[src/rtl/sercom_pkg.sv]
// Shared constants and types for the serial controller register port.
// Assumes byte-wide registers and sixteen register slots per channel.
package sercom_pkg;
    localparam int NCH  = 2;
    localparam int DW   = 8;
    localparam int NREG = 16;
    localparam int PW   = $clog2(NREG);

    localparam logic [PW-1:0] IDX_VEC    = PW'(2);
    localparam logic [PW-1:0] IDX_STAT   = PW'(4);
    localparam logic [PW-1:0] IDX_LINE   = PW'(5);
    localparam logic [PW-1:0] IDX_DATA   = PW'(8);
    localparam logic [PW-1:0] IDX_MASTER = PW'(9);
    localparam logic [PW-1:0] IDX_R11    = PW'(11);
    localparam logic [PW-1:0] IDX_BRG_LO = PW'(12);
    localparam logic [PW-1:0] IDX_BRG_HI = PW'(13);
    localparam logic [PW-1:0] IDX_R14    = PW'(14);
    localparam logic [PW-1:0] IDX_MODE   = PW'(15);

    localparam logic [DW-1:0] RST_MODE  = 8'hF8;
    localparam logic [DW-1:0] RST_R14   = 8'hA0;
    localparam logic [DW-1:0] RST_R11   = 8'h08;
    localparam logic [DW-1:0] RST_STAT  = 8'h04;
    localparam logic [DW-1:0] MODE_MASK = 8'hFA;

    localparam int RTS_BIT    = 1;
    localparam int DTR_BIT    = 7;
    localparam int RST_A_BIT  = 7;
    localparam int RST_B_BIT  = 6;

    // Decoded bus access
    typedef struct packed {
        logic chan;
        logic is_data;
    } acc_t;
endpackage

[src/rtl/sercom_chan_regs.sv]
// Register bank of one channel: sixteen write registers plus a latched
// status byte. Assumes at most one write and one channel reset per cycle;
// a channel reset wins over a write in the same cycle.
module sercom_chan_regs
    import sercom_pkg::*;
(
    input  logic          clk,
    input  logic          rst_n,
    input  logic          wr_en,
    input  logic [PW-1:0] wr_idx,
    input  logic [DW-1:0] wr_data,
    input  logic          chan_rst,
    input  logic          stat_ld,
    input  logic [DW-1:0] stat_in,
    input  logic [PW-1:0] rd_idx,
    output logic [DW-1:0] rd_byte,
    output logic [DW-1:0] stat_q,
    output logic          rts,
    output logic          dtr
);
    logic [DW-1:0] regs_q [NREG];

    // Reset value of each register slot
    function automatic logic [DW-1:0] rst_val(input int idx);
        case (idx)
            int'(IDX_MODE): rst_val = RST_MODE;
            int'(IDX_R14):  rst_val = RST_R14;
            int'(IDX_R11):  rst_val = RST_R11;
            default:        rst_val = '0;
        endcase
    endfunction

    // Register storage with full and channel-only reset
    always_ff @(posedge clk) begin
        if (!rst_n) begin
            for (int i = 0; i < NREG; i++) regs_q[i] <= rst_val(i);
        end else if (chan_rst) begin
            regs_q[IDX_MODE] <= RST_MODE;
            regs_q[IDX_R14]  <= RST_R14;
            regs_q[IDX_R11]  <= RST_R11;
        end else if (wr_en) begin
            regs_q[wr_idx] <= wr_data;
        end
    end

    // Latched status copy
    always_ff @(posedge clk) begin
        if (!rst_n || chan_rst) stat_q <= RST_STAT;
        else if (stat_ld)       stat_q <= stat_in;
    end

    // Read port and line-control outputs
    always_comb begin
        rd_byte = regs_q[rd_idx];
        rts     = regs_q[IDX_LINE][RTS_BIT];
        dtr     = regs_q[IDX_LINE][DTR_BIT];
    end


    chan_rst_stat_chk: assert property (@(posedge clk) disable iff (!rst_n)
        chan_rst |=> (stat_q == RST_STAT));

    rts_follow_chk: assert property (@(posedge clk) disable iff (!rst_n)
        (wr_en && !chan_rst && wr_idx == IDX_LINE) |=> (rts == $past(wr_data[RTS_BIT])));
endmodule

[src/rtl/sercom_ptr.sv]
// One-shot register pointer. Loaded by a small control write at pointer 0,
// cleared by any read or by a control write at a non-zero pointer.
// Assumes at most one access per cycle.
module sercom_ptr
    import sercom_pkg::*;
(
    input  logic          clk,
    input  logic          rst_n,
    input  logic          acc_en,
    input  logic          acc_wr,
    input  logic          acc_data,
    input  logic [DW-1:0] wdata,
    output logic [PW-1:0] ptr_q
);
    logic is_ptr_val;
    logic [PW-1:0] ptr_d;

    // Next pointer value
    always_comb begin
        is_ptr_val = (wdata[DW-1:PW] == '0);
        ptr_d      = ptr_q;
        if (acc_en) begin
            if (!acc_wr)                 ptr_d = '0;
            else if (!acc_data) begin
                if (ptr_q != '0)         ptr_d = '0;
                else if (is_ptr_val)     ptr_d = wdata[PW-1:0];
            end
        end
    end

    // Pointer register
    always_ff @(posedge clk) begin
        if (!rst_n) ptr_q <= '0;
        else        ptr_q <= ptr_d;
    end


    rd_clears_ptr_chk: assert property (@(posedge clk) disable iff (!rst_n)
        (acc_en && !acc_wr) |=> (ptr_q == '0));

    data_wr_keeps_ptr_chk: assert property (@(posedge clk) disable iff (!rst_n)
        (acc_en && acc_wr && acc_data) |=> $stable(ptr_q));

    reg_wr_clears_ptr_chk: assert property (@(posedge clk) disable iff (!rst_n)
        (acc_en && acc_wr && !acc_data && ptr_q != '0) |=> (ptr_q == '0));
endmodule

[src/rtl/sercom_regport.sv]
// Processor register port of a two-channel serial controller: address
// decode, indirect pointer, per-channel banks, shared vector/master
// registers, channel resets, transmit strobe and receive acknowledge.
// Assumes a single-cycle access with combinational read data.
module sercom_regport
    import sercom_pkg::*;
(
    input  logic                    clk,
    input  logic                    rst_n,
    input  logic                    bus_req,
    input  logic                    bus_wr,
    input  logic [2:1]              bus_addr,
    input  logic [7:0]              bus_wdata,
    output logic [7:0]              bus_rdata,
    input  logic [1:0]              cts_in,
    input  logic [1:0]              tx_empty,
    input  logic [1:0]              rx_avail,
    input  logic [1:0][7:0]         rx_byte,
    output logic [1:0]              rx_ack,
    output logic [1:0]              tx_stb,
    output logic [7:0]              tx_byte,
    output logic [1:0]              rts,
    output logic [1:0]              dtr,
    output logic [7:0]              vec_base,
    output logic [7:0]              master_ctl
);
    acc_t              acc;
    logic              rd_acc, wr_acc, reg_wr, master_wr, vec_wr, tx_fire;
    logic [PW-1:0]     ptr_q, rd_idx;
    logic [NCH-1:0]    chan_rst;
    logic [NCH-1:0][DW-1:0] chan_rd, chan_stat, live_stat;

    // Access decode
    always_comb begin
        acc.chan    = bus_addr[2];
        acc.is_data = bus_addr[1];
        rd_acc      = bus_req && !bus_wr;
        wr_acc      = bus_req && bus_wr;
        reg_wr      = wr_acc && !acc.is_data && (ptr_q != '0);
        master_wr   = reg_wr && (ptr_q == IDX_MASTER);
        vec_wr      = reg_wr && (ptr_q == IDX_VEC);
        tx_fire     = wr_acc && (acc.is_data || ptr_q == IDX_DATA);
        chan_rst[0] = master_wr && bus_wdata[RST_A_BIT];
        chan_rst[1] = master_wr && bus_wdata[RST_B_BIT];
    end

    sercom_ptr u_ptr (
        .clk      (clk),
        .rst_n    (rst_n),
        .acc_en   (bus_req),
        .acc_wr   (bus_wr),
        .acc_data (acc.is_data),
        .wdata    (bus_wdata),
        .ptr_q    (ptr_q)
    );

    // Read aliases: pointer 9 shows register 13, pointer 11 shows 15
    always_comb begin
        case (ptr_q)
            IDX_MASTER: rd_idx = IDX_BRG_HI;
            IDX_R11:    rd_idx = IDX_MODE;
            default:    rd_idx = ptr_q;
        endcase
    end

    for (genvar c = 0; c < NCH; c++) begin : g_chan
        logic sel;
        assign sel          = (acc.chan == c[0]);
        assign live_stat[c] = {2'b00, cts_in[c], 2'b00, tx_empty[c], 1'b0, rx_avail[c]};
        assign rx_ack[c]    = rd_acc && sel && (acc.is_data || ptr_q == IDX_DATA);

        sercom_chan_regs u_regs (
            .clk      (clk),
            .rst_n    (rst_n),
            .wr_en    (reg_wr && sel),
            .wr_idx   (ptr_q),
            .wr_data  (bus_wdata),
            .chan_rst (chan_rst[c]),
            .stat_ld  (rd_acc && sel && !acc.is_data && ptr_q == '0),
            .stat_in  (live_stat[c]),
            .rd_idx   (rd_idx),
            .rd_byte  (chan_rd[c]),
            .stat_q   (chan_stat[c]),
            .rts      (rts[c]),
            .dtr      (dtr[c])
        );

        // Transmit strobe, one cycle after the write
        always_ff @(posedge clk) begin
            if (!rst_n) tx_stb[c] <= 1'b0;
            else        tx_stb[c] <= tx_fire && sel;
        end
    end

    // Transmit byte holding register
    always_ff @(posedge clk) begin
        if (!rst_n)       tx_byte <= '0;
        else if (tx_fire) tx_byte <= bus_wdata;
    end

    // Shared vector base and master control registers
    always_ff @(posedge clk) begin
        if (!rst_n) begin
            vec_base   <= '0;
            master_ctl <= '0;
        end else begin
            if (vec_wr) vec_base <= bus_wdata;
            if (master_wr)
                master_ctl <= (|chan_rst) ? '0 : bus_wdata;
        end
    end

    // Read data multiplexer
    always_comb begin
        bus_rdata = '0;
        if (rd_acc) begin
            if (acc.is_data) bus_rdata = rx_byte[acc.chan];
            else begin
                case (ptr_q)
                    PW'(0):                 bus_rdata = live_stat[acc.chan];
                    IDX_VEC:                bus_rdata = vec_base;
                    IDX_STAT:               bus_rdata = chan_stat[acc.chan];
                    IDX_DATA:               bus_rdata = rx_byte[acc.chan];
                    IDX_MASTER, IDX_BRG_LO,
                    IDX_BRG_HI:             bus_rdata = chan_rd[acc.chan];
                    IDX_R11, IDX_MODE:      bus_rdata = chan_rd[acc.chan] & MODE_MASK;
                    default:                bus_rdata = '0;
                endcase
            end
        end
    end


    tx_one_chan_chk: assert property (@(posedge clk) disable iff (!rst_n)
        $onehot0(tx_stb));

    rx_one_chan_chk: assert property (@(posedge clk) disable iff (!rst_n)
        $onehot0(rx_ack));

    master_cleared_chk: assert property (@(posedge clk) disable iff (!rst_n)
        (master_wr && (bus_wdata[RST_A_BIT] || bus_wdata[RST_B_BIT])) |=> (master_ctl == '0));

    tx_after_write_chk: assert property (@(posedge clk) disable iff (!rst_n)
        (|tx_stb) |-> (tx_byte == $past(bus_wdata)));
endmodule

[config.mk]
export PLATFORM = sky130hd
export DESIGN_NAME = sercom_regport
export DESIGN_NICKNAME = d
export VERILOG_FILES = /design/src/rtl/sercom_pkg.sv /design/src/rtl/sercom_chan_regs.sv /design/src/rtl/sercom_ptr.sv /design/src/rtl/sercom_regport.sv
export SDC_FILE = /design/constraint.sdc
export NUM_CORES = 1
export LEC_CHECK = 0
export CORE_UTILIZATION = 59
export CTS_CLUSTER_DIAMETER = 80
export CTS_CLUSTER_SIZE = 20
export DETAILED_ROUTE_END_ITERATION = 6
export DONT_BUFFER_PORTS = 1
export PLACE_DENSITY = 0.75
export SLEW_MARGIN = 20
export SYNTH_ARGS = -nofsm -noshare
export SYNTH_HDL_FRONTEND = slang
export SYNTH_SLANG_ARGS = --single-unit
[constraint.sdc]
create_clock -name clk -period 2.9 [get_ports clk]
set_input_delay 0.435 -clock clk [delete_from_list [all_inputs] [get_ports clk]]
set_output_delay 0.435 -clock clk [all_outputs]
set_load 0.1 [all_outputs]
==> results.toml <==
[cts]
cts.sinks = 128
clk_path_buf_depth = 2
cts_buffers = 17
clock_latency_ns = 0.54
clock-root-buffer = "clkbuf_8"
htree_levels = 4
cts_tree = "yes"
holdBufCountCts = 0
path_clk_slew_ns = 0.06

[placed_design]
place_congestion = 0.9508
place_area_sq_um = 6979
placed_cells = 700
dp_hpwl_um = 11870
io_buffers = 0

[min_path]
min_path_cells = 2
hold_path.class = "in -> reg"

[cells_and_area]
fin_nets = 635
drive_gt1_frac = 0.2827
stdcell_area_sq_um = 7918
num-fill-cells = 658
finalNonFillerCells = 748
final_util = 0.7568
multiInputGateArea_sq_um = 2947
register_area_sq_um = 3493
syn2layout_area_growth_pct = 22.78
diodes = 0

[sta]
rsz0062_at_grt = "yes"
finalSetupViolCount = 1
slew_viol_final = 0
worstMarginPinSlew_ns = 0.9914
fmax_mhz = 340.2
holdWs_ns = 0.03743
min_period_ns = 2.939
timing.final.ws_setup_ns = -0.03915
max-slew-margin-rel = 0.3382
fin_skew_ns = 0.01177
fin_crit_sh = 1.014
hold_viol_final = 0

[setup_path]
startpoint_type = "flop"
reg2reg_from = "u_ptr.ptr_q[1]"
critical_path_arrival_ns = 2.50
end_kind = "output pin"
slowest_delay_ns = 0.56
endpoint = "bus_rdata[5]"
timing_worst_setup_path_type = "reg -> out"
cp.required_ns = 2.47
worst-path-buf-inv = 3
path_cells = "buf_6 > buf_6 > o21ai_2 > o221ai_2 > a21oi_2 > or4b_4 > a21oi_4 > buf_12"
cpMostUsedCell = "buf_6"
path_delay_family = "simple AND/OR/NAND/NOR gates"
r2r_setup_slack_ns = 0.45
crit_start = "u_ptr.ptr_q[0]"
r2r-end = "g_chan[0].u_regs.regs_q[14][4]"
cp_slowest_cell = "or4b_4"
crit_path_max_fanout = 7
rr_worst_depth = 7
crit_cells = 8

[job]
maxCapViolations = 0

[synthesis]
syn_inst = 575
synthFlopType = "edfxtp_1"
yosysWarnings = 0
yosysSeqAreaShare = 0.5402
synthesis.nets = 611
synth-edff-count = 92
async_flop_share = 0
synthDistinctLibCells = 58
avgSynthCellArea_sq_um = 11.22
ys_ff_latch = 128
syn_area_sq_um = 6449

[global_route]
grt_usage = 0.3360
grt_pass1_wl_um = 27410
grt_antenna_before_repair = 0
grt_max_degree = 34
grt_pass1_vias = 4784
grt_overflow = 0

[floorplan]
die_w_um = 106.5
die_y_um = 106.5
die_area_sq_um = 11350
ios = 76
start_util = 0.6164
rows = 37
coreArea_sq_um = 10460

[drt]
drt-pass1-iter-count = 6
initialDrtViolationCount = 531
vias_per_cell = 6.583
num_vias = 4924
wirelength_um = 18400
final_antenna_net_count = 0
drc = 0
routedWlPerCell_um = 24.60

[power_and_ir_drop]
finalPower_w = 0.004563
p_int_w = 0.003458
p_seq_frac = 0.454
power_switching_w = 0.001105
power_density_nw_per_um2 = 576.3
pwr-share-clk = 0.463
p_leak_nw = 2.811
power_frac_comb = 0.084
p_sw_frac = 0.2422
ir_drop_v = 0.0006019

[status]
run_status = "finished with violations"
violations = "setup timing"
-- cells by family (layout without fill, tap and decap cells) --
| group | Yosys count | in the layout | synth area share |
|---|---|---|---|
| compound gates | 81 | 81 | 0.08033 |
| mux | 71 | 71 | 0.1333 |
| simple gates | 227 | 227 | 0.1946 |
| flops | 128 | 128 | 0.5402 |
| buf+inv | 68 | 105 | 0.05161 |
-- routing by layer --
metal / up-vias / wire length [um] / GRT usage
met1: 2351 / 6826 / 0.4328
met3: 82 / 2207 / 0.1220
li1: 2130 / - / -
met5: - / 0 / 0
met4: 0 / 816 / 0.1458
met2: 361 / 8550 / 0.5116
-- registers in the layout, summed over array words and instances (netlist names) --
| register | cells |
|---|---|
| g_chan.u_regs.stat_q | 6 |
| tx_stb | 2 |
| vec_base | 8 |
| master_ctl | 8 |
| tx_byte | 8 |
| u_ptr.ptr_q | 4 |
| g_chan.u_regs.regs_q | 92 |
-- worst min-delay path by stage --
stage                                from                         end
6_report                      tx_empty[0]  g_chan[0].u_regs.stat_q[2]
5_1_grt                       tx_empty[1]  g_chan[1].u_regs.stat_q[2]
4_1_cts                       tx_empty[0]  g_chan[0].u_regs.stat_q[2]
3_5_place_dp   g_chan[0].u_regs.stat_q[2]  g_chan[0].u_regs.stat_q[2]
3_3_place_gp   g_chan[0].u_regs.stat_q[2]  g_chan[0].u_regs.stat_q[2]
2_1_floorplan  g_chan[0].u_regs.stat_q[2]  g_chan[0].u_regs.stat_q[2]
-- synth_stat cells, types with 2 or more instances --
cell type  number  area, sq um
o211ai_1        2        15.01
mux2i_1        54        540.5
mux4_2         10        225.2
o2111ai_1       5        43.79
or2_2           3        18.77
nand4_1         2        12.51
a311oi_1        2        17.52
edfxtp_1       92         2763
a221oi_1        3        26.28
o21ai_0        20        100.1
nor2_1         53        198.9
inv_1           5        18.77
buf_1           3        11.26
nor3b_1         4        30.03
clkbuf_1       42        157.7
a21oi_1        24        120.1
or3_1          17        106.4
and2_1         68        425.4
nand3_1        14        70.07
nor3_2          3        30.03
nand2b_1        9        56.30
o311ai_0        3        26.28
mux2_2          6        67.56
o22ai_1         6        37.54
nand2_1        27        101.4
dfxtp_1        36        720.7
buf_2           7        35.03
a31oi_1         2        12.51
buf_6           2        22.52
and3_1         11        68.82
buf_4           7        52.55
nor3_1          7        35.03
-- cell type report --
class	count	share of cell area
clock inverter	14	0.02102
clock buffer	18	0.05278
sequential	128	0.4412
inverter	5	0.002370
multi-input combinational	379	0.3722
tap	136	0.02149
timing repair buffer	68	0.08897
-- power groups by stage --
stage                     Sequential [W]  Combinational, W  Clock, W
after floorplan                  0.00208          0.000274         0
after global placement           0.00211          0.000319         0
after detailed placement         0.00211          0.000324         0
after CTS                        0.00207          0.000350   0.00213
final                            0.00207          0.000381   0.00211
after global routing             0.00207          0.000397   0.00221
-- stage by stage --
| step | TNS (ns) | worst slack, ns |
|---|---|---|
| 2_1_floorplan | -1.950 | -0.7242 |
| 3_3_place_gp | 0 | 0.2711 |
| 3_5_place_dp | 0 | 0.2303 |
| 4_1_cts | -0.03454 | -0.03454 |
| 5_1_grt | -0.1729 | -0.09403 |
| 6_report | -0.03915 | -0.03915 |
-- timing repair --
item | 4_1_cts | 5_1_grt
pin swaps | 7 | 12
setup buffers | 9 | 7
endpoints found under the hold margin | 0 | 0
gates resized for setup | 34 | 32
setup endpoints to repair | 8 | 8
-- cell usage in the layout, fill, tap and decap left out, types with 11 or more instances in the layout --
cell / n
a21oi_1: 18
and2_1: 68
buf_4: 47
clkbuf_16: 19
dfxtp_1: 32
edfxtp_1: 92
mux2i_1: 53
mux4_2: 11
nand2_1: 27
nand3_1: 13
nor2_1: 47
o21ai_0: 16
or3_1: 17
No activity file was read; power rests on OpenSTA's default activity.
